**src/rtl/pam3_map_pkg.sv**
```systemverilog
package pam3_map_pkg;

    localparam int unsigned GROUP_BITS    = 3;
    localparam int unsigned SYM_W         = 2;
    localparam int          ZERO_PAIR_IDX = 4;

    typedef logic [SYM_W-1:0]      tsym_t;
    typedef logic [GROUP_BITS-1:0] group_t;

    localparam tsym_t SYM_NEG  = 2'b11;
    localparam tsym_t SYM_ZERO = 2'b00;
    localparam tsym_t SYM_POS  = 2'b01;
    localparam tsym_t SYM_BAD  = 2'b10;

    typedef enum logic {
        SLOT_EMPTY = 1'b0,
        SLOT_FULL  = 1'b1
    } slot_state_e;

    typedef struct packed {
        tsym_t first;
        tsym_t second;
    } sym_pair_t;

    typedef struct packed {
        logic   bad;
        group_t bits;
    } demap_t;

    function automatic tsym_t level_to_sym(input int lvl);
        if (lvl < 0)       return SYM_NEG;
        else if (lvl == 0) return SYM_ZERO;
        else               return SYM_POS;
    endfunction

    // 0,1,2 for -1,0,+1; 3 marks an illegal code
    function automatic int sym_to_index(input tsym_t s);
        int idx;
        case (s)
            SYM_NEG:  idx = 0;
            SYM_ZERO: idx = 1;
            SYM_POS:  idx = 2;
            default:  idx = 3;
        endcase
        return idx;
    endfunction

    function automatic sym_pair_t map_group(input group_t g);
        sym_pair_t p;
        int k;
        k = int'(g);
        if (k >= ZERO_PAIR_IDX) k = k + 1;
        p.first  = level_to_sym(k / 3 - 1);
        p.second = level_to_sym(k % 3 - 1);
        return p;
    endfunction

    function automatic demap_t demap_pair(input tsym_t a, input tsym_t b);
        demap_t r;
        int ia;
        int ib;
        int k;
        ia     = sym_to_index(a);
        ib     = sym_to_index(b);
        r.bad  = 1'b0;
        r.bits = '0;
        if (ia > 2 || ib > 2) begin
            r.bad = 1'b1;
        end else begin
            k = ia * 3 + ib;
            if (k == ZERO_PAIR_IDX)     r.bad  = 1'b1;
            else if (k < ZERO_PAIR_IDX) r.bits = group_t'(k);
            else                        r.bits = group_t'(k - 1);
        end
        return r;
    endfunction

endpackage

```
**src/rtl/pam3_frame_pos.sv**
```systemverilog
module pam3_frame_pos #(
    parameter int unsigned PAIRS = 1350
) (
    input  logic clk,
    input  logic rst_n,
    input  logic adv,
    input  logic restart,
    output logic first,
    output logic last
);
    localparam int unsigned CW = (PAIRS > 1) ? $clog2(PAIRS) : 1;
    localparam logic [CW-1:0] LAST_POS = CW'(PAIRS - 1);

    logic [CW-1:0] cnt;
    logic [CW-1:0] cur;
    logic [CW-1:0] nxt;

    always_comb begin
        cur   = restart ? '0 : cnt;
        first = (cur == '0);
        last  = (cur == LAST_POS);
        nxt   = last ? '0 : cur + 1'b1;
    end

    always_ff @(posedge clk) begin
        if (!rst_n)   cnt <= '0;
        else if (adv) cnt <= nxt;
    end

endmodule

```
**src/rtl/pam3_tx_map.sv**
```systemverilog
module pam3_tx_map
    import pam3_map_pkg::*;
#(
    parameter int unsigned PAIRS = 1350
) (
    input  logic   clk,
    input  logic   rst_n,
    input  logic   in_valid,
    output logic   in_ready,
    input  group_t in_bits,
    output logic   out_valid,
    input  logic   out_ready,
    output tsym_t  out_sym_a,
    output tsym_t  out_sym_b,
    output logic   out_sof,
    output logic   out_eof
);
    slot_state_e state;
    slot_state_e state_nxt;
    logic        take;
    logic        pos_first;
    logic        pos_last;
    sym_pair_t   pair_nxt;

    assign in_ready = (state == SLOT_EMPTY) || out_ready;
    assign take     = in_valid && in_ready;
    assign pair_nxt = map_group(in_bits);

    pam3_frame_pos #(.PAIRS(PAIRS)) u_pos (
        .clk     (clk),
        .rst_n   (rst_n),
        .adv     (take),
        .restart (1'b0),
        .first   (pos_first),
        .last    (pos_last)
    );

    always_comb begin
        state_nxt = state;
        unique case (state)
            SLOT_EMPTY: if (take)                    state_nxt = SLOT_FULL;
            SLOT_FULL:  if (out_ready && !take)      state_nxt = SLOT_EMPTY;
            default:                                 state_nxt = SLOT_EMPTY;
        endcase
    end

    always_ff @(posedge clk) begin
        if (!rst_n) state <= SLOT_EMPTY;
        else        state <= state_nxt;
    end

    always_ff @(posedge clk) begin
        if (!rst_n) begin
            out_sym_a <= SYM_ZERO;
            out_sym_b <= SYM_ZERO;
            out_sof   <= 1'b0;
            out_eof   <= 1'b0;
        end else if (take) begin
            out_sym_a <= pair_nxt.first;
            out_sym_b <= pair_nxt.second;
            out_sof   <= pos_first;
            out_eof   <= pos_last;
        end
    end

    assign out_valid = (state == SLOT_FULL);

endmodule

```
**src/rtl/pam3_rx_demap.sv**
```systemverilog
module pam3_rx_demap
    import pam3_map_pkg::*;
#(
    parameter int unsigned PAIRS = 1350
) (
    input  logic   clk,
    input  logic   rst_n,
    input  logic   in_valid,
    output logic   in_ready,
    input  tsym_t  in_sym_a,
    input  tsym_t  in_sym_b,
    input  logic   in_sof,
    output logic   out_valid,
    input  logic   out_ready,
    output group_t out_bits,
    output logic   out_inv,
    output logic   out_sof,
    output logic   out_eof
);
    slot_state_e state;
    slot_state_e state_nxt;
    logic        take;
    logic        pos_first;
    logic        pos_last;
    demap_t      dec;

    assign in_ready = (state == SLOT_EMPTY) || out_ready;
    assign take     = in_valid && in_ready;
    assign dec      = demap_pair(in_sym_a, in_sym_b);

    pam3_frame_pos #(.PAIRS(PAIRS)) u_pos (
        .clk     (clk),
        .rst_n   (rst_n),
        .adv     (take),
        .restart (in_sof),
        .first   (pos_first),
        .last    (pos_last)
    );

    always_comb begin
        state_nxt = state;
        unique case (state)
            SLOT_EMPTY: if (take)                    state_nxt = SLOT_FULL;
            SLOT_FULL:  if (out_ready && !take)      state_nxt = SLOT_EMPTY;
            default:                                 state_nxt = SLOT_EMPTY;
        endcase
    end

    always_ff @(posedge clk) begin
        if (!rst_n) state <= SLOT_EMPTY;
        else        state <= state_nxt;
    end

    always_ff @(posedge clk) begin
        if (!rst_n) begin
            out_bits <= '0;
            out_inv  <= 1'b0;
            out_sof  <= 1'b0;
            out_eof  <= 1'b0;
        end else if (take) begin
            out_bits <= dec.bits;
            out_inv  <= dec.bad;
            out_sof  <= pos_first;
            out_eof  <= pos_last;
        end
    end

    assign out_valid = (state == SLOT_FULL);

endmodule

```
**src/rtl/pam3_mapper.sv**
```systemverilog
module pam3_mapper
    import pam3_map_pkg::*;
#(
    parameter int unsigned FRAME_BITS = 4050
) (
    input  logic       clk,
    input  logic       rst_n,
    input  logic       tx_in_valid,
    output logic       tx_in_ready,
    input  logic [2:0] tx_in_bits,
    output logic       tx_out_valid,
    input  logic       tx_out_ready,
    output logic [1:0] tx_sym_a,
    output logic [1:0] tx_sym_b,
    output logic       tx_sof,
    output logic       tx_eof,
    input  logic       rx_in_valid,
    output logic       rx_in_ready,
    input  logic [1:0] rx_sym_a,
    input  logic [1:0] rx_sym_b,
    input  logic       rx_in_sof,
    output logic       rx_out_valid,
    input  logic       rx_out_ready,
    output logic [2:0] rx_bits,
    output logic       rx_inv,
    output logic       rx_sof,
    output logic       rx_eof
);
    localparam int unsigned FRAME_SYMS = FRAME_BITS / GROUP_BITS * 2;
    localparam int unsigned PAIRS      = FRAME_SYMS / 2;

    pam3_tx_map #(.PAIRS(PAIRS)) u_tx (
        .clk       (clk),
        .rst_n     (rst_n),
        .in_valid  (tx_in_valid),
        .in_ready  (tx_in_ready),
        .in_bits   (tx_in_bits),
        .out_valid (tx_out_valid),
        .out_ready (tx_out_ready),
        .out_sym_a (tx_sym_a),
        .out_sym_b (tx_sym_b),
        .out_sof   (tx_sof),
        .out_eof   (tx_eof)
    );

    pam3_rx_demap #(.PAIRS(PAIRS)) u_rx (
        .clk       (clk),
        .rst_n     (rst_n),
        .in_valid  (rx_in_valid),
        .in_ready  (rx_in_ready),
        .in_sym_a  (rx_sym_a),
        .in_sym_b  (rx_sym_b),
        .in_sof    (rx_in_sof),
        .out_valid (rx_out_valid),
        .out_ready (rx_out_ready),
        .out_bits  (rx_bits),
        .out_inv   (rx_inv),
        .out_sof   (rx_sof),
        .out_eof   (rx_eof)
    );

endmodule

```
**config.mk**
```make
export PLATFORM = sky130hd
export DESIGN_NAME = pam3_mapper
export DESIGN_NICKNAME = d
export VERILOG_FILES = /design/src/rtl/pam3_map_pkg.sv /design/src/rtl/pam3_frame_pos.sv /design/src/rtl/pam3_tx_map.sv /design/src/rtl/pam3_rx_demap.sv /design/src/rtl/pam3_mapper.sv
export SDC_FILE = /design/constraint.sdc
export NUM_CORES = 1
export LEC_CHECK = 0
export CAP_MARGIN = 20
export CORE_UTILIZATION = 45
export CTS_BUF_LIST = sky130_fd_sc_hd__clkbuf_8
export DETAILED_ROUTE_END_ITERATION = 16
export GPL_TIMING_DRIVEN = 0
export HOLD_SLACK_MARGIN = 0.12
export PLACE_DENSITY = 0.69
export SETUP_SLACK_MARGIN = 0.5
export SYNTH_ARGS = -nofsm -noshare
export SYNTH_HDL_FRONTEND = slang
export SYNTH_SLANG_ARGS = --single-unit
```
**constraint.sdc**
```tcl
create_clock -name clk -period 8.7 [get_ports clk]
set_input_delay 1.74 -clock clk [delete_from_list [all_inputs] [get_ports clk]]
set_output_delay 1.74 -clock clk [all_outputs]
set_load 0.01 [all_outputs]
```
* Word level (Yosys, flattened, before mapping)
Index checks and enable logic that the tools add are counted. W data, S select, Z words.
Operators by class: $add $sub $neg 7, multipliers 1, div/mod/pow operators 2, $lt $le $gt $ge 6, equal/unequal tests 7, shift-type cells 0, mux-type cells 21, bitwise gates (word level) 2, reduce and logical (&&, ||, !) cells 15
Operators with widths (count):
- $logic_not A32 Y1 | 2
- $lt A32 B1 Y1 const B | 2
- $sub A32 B2 Y32 const B | 2
- $mux W11 | 3
- $div A32 B3 Y32 const B | 1
- $eq A32 B4 Y1 const B | 1
- $lt A32 B4 Y1 const B | 1
- $mod A32 B3 Y32 const B | 1
- $mux W32 | 1
- $add A11 B1 Y11 const B | 2
- $eq A11 B11 Y1 const B | 2
- $logic_not A11 Y1 | 2
- $pmux W2 S3 | 2
- $mux W3 | 3
- $mux W1 | 8
- $add A4 B2 Y5 | 1
- $add A3 B1 Y4 const B | 1
- $eq A2 B1 Y1 const B | 2
- $eq A2 B2 Y1 const B | 2
- $gt A2 B2 Y1 const B | 2
- $logic_and A1 B1 Y1 | 4
- $logic_not A2 Y1 | 2
- $mul A2 B2 Y4 const B | 1
- $mux W2 | 2
- 6 further kinds | 11
Word-level totals: flip-flop bits (word level) 36, latch bits 0, memory bits (writable) 0, ROM bits 0, input bits 14, output and inout port bits 16, logic and storage cells 73, memories 0

* Logic depth before layout (Yosys ltp)
Gate-level depths: netlist of run 1.
depth in word-level cells 8, mapped depth 15, mapped depth without buffers 14

* By module
Synthesis of run 1 repeated with hierarchy kept, for this count alone.
Second synthesis, totals: cells, all modules 366, area, all modules 2855.2 µm²
By module, submodules not included:
- pam3_frame_pos | times used 2, cells an instance 96, area each 765.7 µm², sequential area each 220.2 µm²
- pam3_tx_map | times used 1, cells an instance 115, area each 818.3 µm², sequential area each 140.1 µm²
- pam3_rx_demap | times used 1, cells an instance 59, area each 505.5 µm², sequential area each 140.1 µm²

* Worst setup path after synthesis of run 1
Ideal clock, no wire load.
kind input to register, start in tx_in_bits[0], end reg u_tx.out_sym_b[0], library setup time 0.147 ns, data arrival time 4.536 ns, required time 8.553 ns, setup slack 4.017 ns, stages on the path 15, path buffers 1, path through buf_2 inv_1 ha_1 nand2_1 o21ai_0 ha_1 ha_1 a21oi_1 a21o_1 xnor2_1 ha_1 a211oi_2 a2111oi_4 a21o_2 a41oi_1
Between the ends: word-level cells in the longest chain between the ends 7, elaborated cells between the ends (all ways) 9, classes of those cells add/sub: 2; div: 1; order compare: 2; mux: 3; reduce/logical: 1
Ends and longest elaborated chain:
- start, declared | line pam3_mapper.sv:10 | input logic [2:0] tx_in_bits,
- $add A3 B1 Y4 or $ge A3 B3 Y1 (tied branches) | line pam3_map_pkg.sv:52 | if (k >= ZERO_PAIR_IDX) k = k + 1;
- $mux W32 * | line pam3_map_pkg.sv:52
- $mod A32 B3 Y32 * | line pam3_map_pkg.sv:54 | p.second = level_to_sym(k % 3 - 1);
- $sub A32 B2 Y32 * | line pam3_map_pkg.sv:54
- parallel branches: the longest is 2 deep, another holds $lt A32 B1 Y1
- $mux W2 * | line pam3_map_pkg.sv:31 | if (lvl < 0) return SYM_NEG;
- end signal, assigned | line pam3_tx_map.sv:60 | out_sym_b <= pair_nxt.second;
- end, declared | line pam3_tx_map.sv:14 | output tsym_t out_sym_b,
Mark *: on every way between the ends. A chain may end at the register's enable or synchronous reset.

* Final worst setup path of run 1
Same ends and word-level chain as after synthesis.

==> results of run 1 <==
-- area by class of cell --
class	count	share of cell area, %
clock buffers	7	3.29
flip-flops and latches	36	24.6
well taps	70	2.99
inverters	19	2.44
plain buffers	12	2.01
multi-input cells	235	54.7
repair buffers	29	9.91
-- logic make-up after synthesis --
| logic type | count (synthesis) | share of synthesized area [%] |
|---|---|---|
| and+or+nand+nor | 121 | 25.6 |
| AOI/OAI and AO/OA | 79 | 23.8 |
| DFF | 36 | 29.4 |
| buffers and inverters | 31 | 5.30 |
| adders and majority gates | 20 | 10.5 |
| xor gates and xnor gates | 14 | 5.00 |
| muxes | 1 | 0.459 |
-- stage by stage --
| step | util [%] | hold WS (ns) | area [um2] | power [mW] | setup WS, ns |
|---|---|---|---|---|---|
| 2_1_floorplan | - | 0.458 | 2450 | 0.260 | 4.02 |
| 3_3_place_gp | 54.7 | 0.460 | 2830 | 0.295 | 3.06 |
| 3_5_place_dp | 54.7 | 0.461 | 2830 | 0.296 | 2.98 |
| 4_1_cts | 56.6 | 0.474 | 2930 | 0.426 | 3.31 |
| 5_1_grt | 56.6 | 0.509 | 2930 | 0.448 | 2.97 |
| 6_report | 56.6 | 0.467 | 2930 | 0.421 | 3.29 |
-- registers in the layout, summed over array words and instances (netlist names), 2 cells and up --
signal	count
u_rx.u_pos.cnt	11
u_tx.u_pos.cnt	11
u_rx.out_bits	3
u_tx.out_sym_a	2
u_tx.out_sym_b	2
-- Yosys cell counts, types with 6 or more instances --
cell type	count	share of area [%]
and3_1	6	1.5
a21oi_1	16	3.3
o21ai_0	16	3.3
ha_1	19	9.7
nor3_1	6	1.2
xnor2_1	7	2.5
a21boi_0	6	1.8
clkbuf_1	8	1.2
dfxtp_1	36	29
xor2_1	7	2.5
inv_1	19	2.9
nor2_1	27	4.1
nor2b_1	12	3.1
nand2_1	31	4.7
-- tightest hold or removal path, cell delays in order (launching register included) --
cell      delay [ns]
dfxtp_1         0.31
nand2_1         0.05
a21boi_0        0.06
-- how the worst max path moves through the flow --
stage | from | slack [ns] | end | depth (start not counted)
finish | tx_in_bits[0] | 3.29 | u_tx.out_sym_b[0]$_SDFFE_PN0P_ | 15
global route | tx_in_bits[0] | 2.97 | u_tx.out_sym_b[0]$_SDFFE_PN0P_ | 15
CTS | tx_in_bits[0] | 3.31 | u_tx.out_sym_b[0]$_SDFFE_PN0P_ | 15
detailed placement | tx_in_bits[0] | 2.98 | u_tx.out_sym_b[0]$_SDFFE_PN0P_ | 15
global placement | tx_in_bits[0] | 3.06 | u_tx.out_sym_b[0]$_SDFFE_PN0P_ | 16
floorplan | tx_in_bits[0] | 4.02 | u_tx.out_sym_b[0]$_SDFFE_PN0P_ | 15
-- metal layers --
metal  GRT usage (%)  share of wire (%)  vias to the layer above
met1            26.6                 48                     1040
met2            32.2                 47                       57
met5               0                  0                        -
met4            5.14               0.89                        0
met3            5.56                4.7                        6
li1                -                  -                     1155
-- power by group through the flow --
stage | Sequential [mW] | Clock (mW) | Combinational, mW
finish | 0.178 | 0.128 | 0.116
global route | 0.179 | 0.141 | 0.129
CTS | 0.178 | 0.132 | 0.116
detailed placement | 0.182 | 0 | 0.115
global placement | 0.182 | 0 | 0.113
floorplan | 0.183 | 0 | 0.0765
==> out/metrics.yaml, run 1 <==
die:
  rows: 26
  dieArea_um2: 5750
  die_y_um: 75.8
  pin_count: 30
  die-width_um: 75.8
  start_util_pct: 47.4
  core_um2: 5170
clocking:
  worstSkewPairLatency_ns: 0.28
  cts.sinks: 36
  cts_tree: "done"
  cts_setup_buffers: 0
  cts.reportedPaths.clkPinSlew_ns: 0.07
  ctsRootBufferMaster: "clkbuf_8"
  numCtsBuffers: 5
  cts_resized: 0
  h-tree-depth: 2
  ctsHoldBuffers: 0
  clock_path_buffers: 2
setup_path:
  crit_arrival_ns: 5.56
  start_kind: "primary input"
  cp_max_fo: 10
  crit-reg2reg-capture: "u_rx.u_pos.cnt[4]$_SDFFE_PN0P_"
  crit_path_end_kind: "flip-flop"
  crit_chain: "clkdlybuf4s50_1, buf_2, inv_1, ha_1, nand2_1, o21ai_0, ha_1, ha_1, a21oi_1, a21o_1, xnor2_1, ha_1, nor3_1, a21o_2, a41oi_1"
  critical_path.top_delay_family: "adder cells"
  slowest_stage: "clkdlybuf4s50_1"
  critPathBufInv: 3
  cpPeakStageDelay_ns: 0.53
  r2r_start: "u_rx.u_pos.cnt[0]$_SDFFE_PN0P_"
  critical_path_class: "in -> reg"
  crit_top_cell: "ha_1"
  rrSetupSlack_ns: 6.57
  r2r_cells: 9
  worstPathRequired_ns: 8.84
placement:
  placedCellCount: 401
  routabilityCongestion: 0.878
  dp_hpwl_mm: 3.89
  port_buffers: 29
cells_and_area:
  final_cell_mix: "dfxtp_1, nand2_1, clkdlybuf4s50_1, nor2_1"
  multi_input_area_um2: 1600
  fin_nets: 372
  drive_above_1_share_pct: 7.10
  layout_commonest_cell: "dfxtp_1"
  syn_to_final_growth_pct: 19.3
  final-seq-area_um2: 721
  n_antenna_cell: 0
  stdcell_count: 408
  fill_cells: 452
timing:
  final-hold-violation-count: 0
  final.setup_skew_ns: 0.00249
  rsz0062_at_grt: "no"
  max_slew_margin_pct: 63.9
  setup_viol: 0
  final_max_slew_viol_count: 0
  tightest_slew_ns: 0.536
  tns_ns: 0
  fin_crit_ns: 5.41
  post-route-period-util_pct: 62.2
  timing.fmax_ghz: 0.185
logic_synthesis:
  ys.warnings.count: 0
  ys_seq_area_share_pct: 29.4
  ys_types: 57
  synth_fp_nets: 336
  async_flop_share_pct: 0
  synth_area_um2: 2450
  syn_area_per_cell_um2: 8.12
  ys.flop_type: "dfxtp_1"
  ys_ff_latch: 36
  netlist_instances: 302
  synth-edff-count: 0
power:
  swShare_pct: 29.1
  powerDensity_nw_per_um2: 144
  ir_drop_uv: 75.8
  leakage_nw: 1.13
  power_frac_seq_pct: 42.2
  p_int_mw: 0.299
  clkPwrFrac_pct: 30.3
  p_switching_mw: 0.123
  p_comb_share_pct: 27.4
drt:
  drt_wl_total_mm: 5.19
  drtPass1Iterations: 5
  wl_per_cell_um: 12.7
  route.detailed.drc: 0
  routed-via-count: 2258
  drt_iter0_markers: 83
  via_per_inst: 5.53
  final_antenna_net_count: 0
job:
  timing.max_cap.violations: 0
global_routing:
  grt_pass1_wl_mm: 8.78
  grt-ovfl-total: 0
  grt_max_degree: 11
  track_usage_pct: 20.1
  grt_pass1_vias: 1985
  antenna_found_initial: 0
min_path:
  hold_path_depth: 2
  whs_endpoint: "u_tx.out_sof$_SDFFE_PN0P_"
  min_from: "u_tx.out_sof$_SDFFE_PN0P_"
  min_path_type: "reg -> reg"
run_status:
  outcome: "completed"
(Power assumes the default switching activity.)
==> run 2, diff against run 1 <==
- PLACE_DENSITY: 0.69 -> 0.71
- clock period: 8.7 -> 4.9 ns (I/O delays scaled with it)
==> run 2 against run 1 <==
Compared with the run above:
- die area is the same
- cell count increased by 0.74%
- utilization up 1.2 points
- clock power grew 120%
- non-clock buffer count up 2
- highest routed layer unchanged
- critical path depth is 1 higher
- setup slack lost 2.6 ns
==> out/metrics.yaml, run 2 (synthesis results as in run 1) <==
timing:
  setup_viol: 0  # unchanged
  fin_crit_ns: 4.18
  max_slew_margin_pct: 66.7  # +2.9 points
  post-route-period-util_pct: 85.3
  timing.fmax_ghz: 0.239
  tns_ns: 0  # unchanged
  final_max_slew_viol_count: 0  # unchanged
  final.setup_skew_ns: 0.00561  # +0.00312 ns
  tightest_slew_ns: 0.495  # -0.0411 ns
  final-hold-violation-count: 0  # unchanged
  rsz0062_at_grt: "no"
  setup_ws_ns: 0.722  # -2.56 ns
setup_path:
  crit_start: "tx_in_bits[0]"
  cp_max_fo: 10  # unchanged
  start_kind: "primary input"
  rrSetupSlack_ns: 2.79  # -3.78 ns
  crit_arrival_ns: 4.32  # -1.24 ns
  r2r_start: "u_rx.u_pos.cnt[0]$_SDFFE_PN0P_"
  critical_path_class: "in -> reg"
  crit_path_end_kind: "flip-flop"
  cp-endpoint: "u_tx.out_sym_b[0]$_SDFFE_PN0P_"
  r2r_cells: 9  # unchanged
  crit-reg2reg-capture: "u_rx.u_pos.cnt[4]$_SDFFE_PN0P_"
  worstPathRequired_ns: 5.05  # -3.79 ns
clocking:
  ctsRootBufferMaster: "clkbuf_8"
  h-tree-depth: 2  # unchanged
  numCtsBuffers: 5  # unchanged
  cts_tree: "done"
  cts.sinks: 36  # unchanged
  clock_path_buffers: 2  # unchanged
  cts.reportedPaths.clkPinSlew_ns: 0.07  # about the same
  worstSkewPairLatency_ns: 0.29  # about the same
drt:
  drt_iter0_markers: 95  # +14%
  drtPass1Iterations: 4  # -1
  wl_per_cell_um: 12.8  # +0.88%
  routed-via-count: 2289  # +1.4%
  route.detailed.drc: 0  # unchanged
  drt_wl_total_mm: 5.27  # +1.6%
  via_per_inst: 5.57  # +0.63%
  final_antenna_net_count: 0  # unchanged
cells_and_area:
  syn_to_final_growth_pct: 21.8
  layout_commonest_cell: "dfxtp_1"
  largestRegisters: "u_rx.u_pos.cnt x11, u_tx.u_pos.cnt x11, u_rx.out_bits x3"
  final_cell_mix: "dfxtp_1, nand2_1, clkdlybuf4s50_1, nor2_1, inv_1"
  fin_nets: 374  # +0.54%
  drive_above_1_share_pct: 9.38  # +2.3 points
  final-seq-area_um2: 721  # unchanged
  stdcell_count: 411  # +0.74%
  fill_cells: 473  # +4.6%
  multi_input_area_um2: 1620  # +1.0%
  n_antenna_cell: 0  # unchanged
placement:
  pre_cts_ws_ns: -0.0322  # -3.02 ns
  placedCellCount: 401  # unchanged
  dp_hpwl_mm: 3.91  # +0.36%
  port_buffers: 29  # unchanged
  routabilityCongestion: 0.869  # -1.0%
power:
  ir_drop_uv: 176  # +130%
  swShare_pct: 27.5  # -1.6 points
  leakage_nw: 1.15  # +2.0%
  p_switching_mw: 0.223  # +82%
  p_comb_share_pct: 26.0  # -1.4 points
  clkPwrFrac_pct: 35.0  # +4.7 points
  powerDensity_nw_per_um2: 271  # +88%
  power_frac_seq_pct: 39.0  # -3.2 points
  p_int_mw: 0.587  # +97%
die:
  core_um2: 5170  # unchanged
  die-width_um: 75.8  # unchanged
  rows: 26  # unchanged
  die_y_um: 75.8  # unchanged
  start_util_pct: 47.4  # unchanged
  dieArea_um2: 5750  # unchanged
  pin_count: 30  # unchanged
global_routing:
  antenna_found_initial: 0  # unchanged
  grt_max_degree: 12  # +1
  grt-ovfl-total: 0  # unchanged
  grt_pass1_wl_mm: 9.11  # +3.7%
  grt_pass1_vias: 2088  # +5.2%
  track_usage_pct: 20.3  # +0.25 points
min_path:
  min_path_type: "reg -> reg"
job:
  timing.max_cap.violations: 0  # unchanged
run_status:
  outcome: "completed"
run 2: cell types whose count changed in the layout (fill, tap and decap cells not counted), sizes merged:
cell,previous run,this run
bufinv,0,1
buf,4,6
run 2: power groups by stage:
stage	logic (mW)	clock network, mW	registers (mW)
3_5_place_dp	0.205	0	0.322
6_report	0.211	0.284	0.316
2_1_floorplan	0.136	0	0.326
5_1_grt	0.235	0.302	0.318
3_3_place_gp	0.200	0	0.322
4_1_cts	0.209	0.291	0.316
run 2: area by class of cell:
class | count | share of cell area (%)
clock buffers | 7 | 3.22
multi-input cells | 235 | 54.2
clock inverters | 1 | 1.00
plain buffers | 12 | 1.97
flip-flops and latches | 36 | 24.1
repair buffers | 31 | 10.2
well taps | 70 | 2.93
inverters | 19 | 2.39
run 2: how the worst min path moves through the flow:
stage,from,cells past startpoint,slack [ns],end
2_1_floorplan,u_rx.u_pos.cnt[3]$_SDFFE_PN0P_,1,0.46,u_rx.u_pos.cnt[3]$_SDFFE_PN0P_
3_3_place_gp,u_tx.out_eof$_SDFFE_PN0P_,2,0.46,u_tx.out_eof$_SDFFE_PN0P_
3_5_place_dp,u_tx.out_sof$_SDFFE_PN0P_,2,0.46,u_tx.out_sof$_SDFFE_PN0P_
4_1_cts,u_tx.out_sym_a[1]$_SDFFE_PN0P_,2,0.47,u_tx.out_sym_a[1]$_SDFFE_PN0P_
5_1_grt,u_tx.out_sym_a[1]$_SDFFE_PN0P_,2,0.50,u_tx.out_sym_a[1]$_SDFFE_PN0P_
6_report,u_tx.out_sym_a[1]$_SDFFE_PN0P_,2,0.46,u_tx.out_sym_a[1]$_SDFFE_PN0P_
run 2: worst max-delay path: stages:
cell,delay [ns]
clkdlybuf4s50_1,0.52
buf_2,0.24
inv_1,0.06
ha_1,0.33
nand2_1,0.12
o21ai_2,0.10
ha_1,0.25
ha_2,0.23
a21oi_2,0.20
a21o_1,0.18
xnor2_1,0.14
ha_2,0.27
a211oi_2,0.07
a2111oi_4,0.36
a21o_2,0.15
a41oi_1,0.11
run 2: routing by layer:
layer	routed length (um)	global-route usage (%)
met2	2560	34.4
met4	37	4.53
met1	2470	26.2
met3	207	4.89
met5	0	0
run 2: what timing repair did:
action,in CTS,in global routing
setup buffers,1,1
gates resized for setup,4,2
pin swaps,1,0
hold buffers,0,0
endpoints found under the setup margin,4,4
run 2: through the flow:
| step | instance area (um2) | total power [mW] | utilization [%] | hold slack, ns |
|---|---|---|---|---|
| 2_1_floorplan | 2450 | 0.462 | - | 0.458 |
| 3_3_place_gp | 2830 | 0.523 | 54.7 | 0.461 |
| 3_5_place_dp | 2830 | 0.527 | 54.7 | 0.461 |
| 4_1_cts | 2980 | 0.816 | 57.5 | 0.473 |
| 5_1_grt | 2990 | 0.855 | 57.8 | 0.499 |
| 6_report | 2990 | 0.810 | 57.8 | 0.463 |
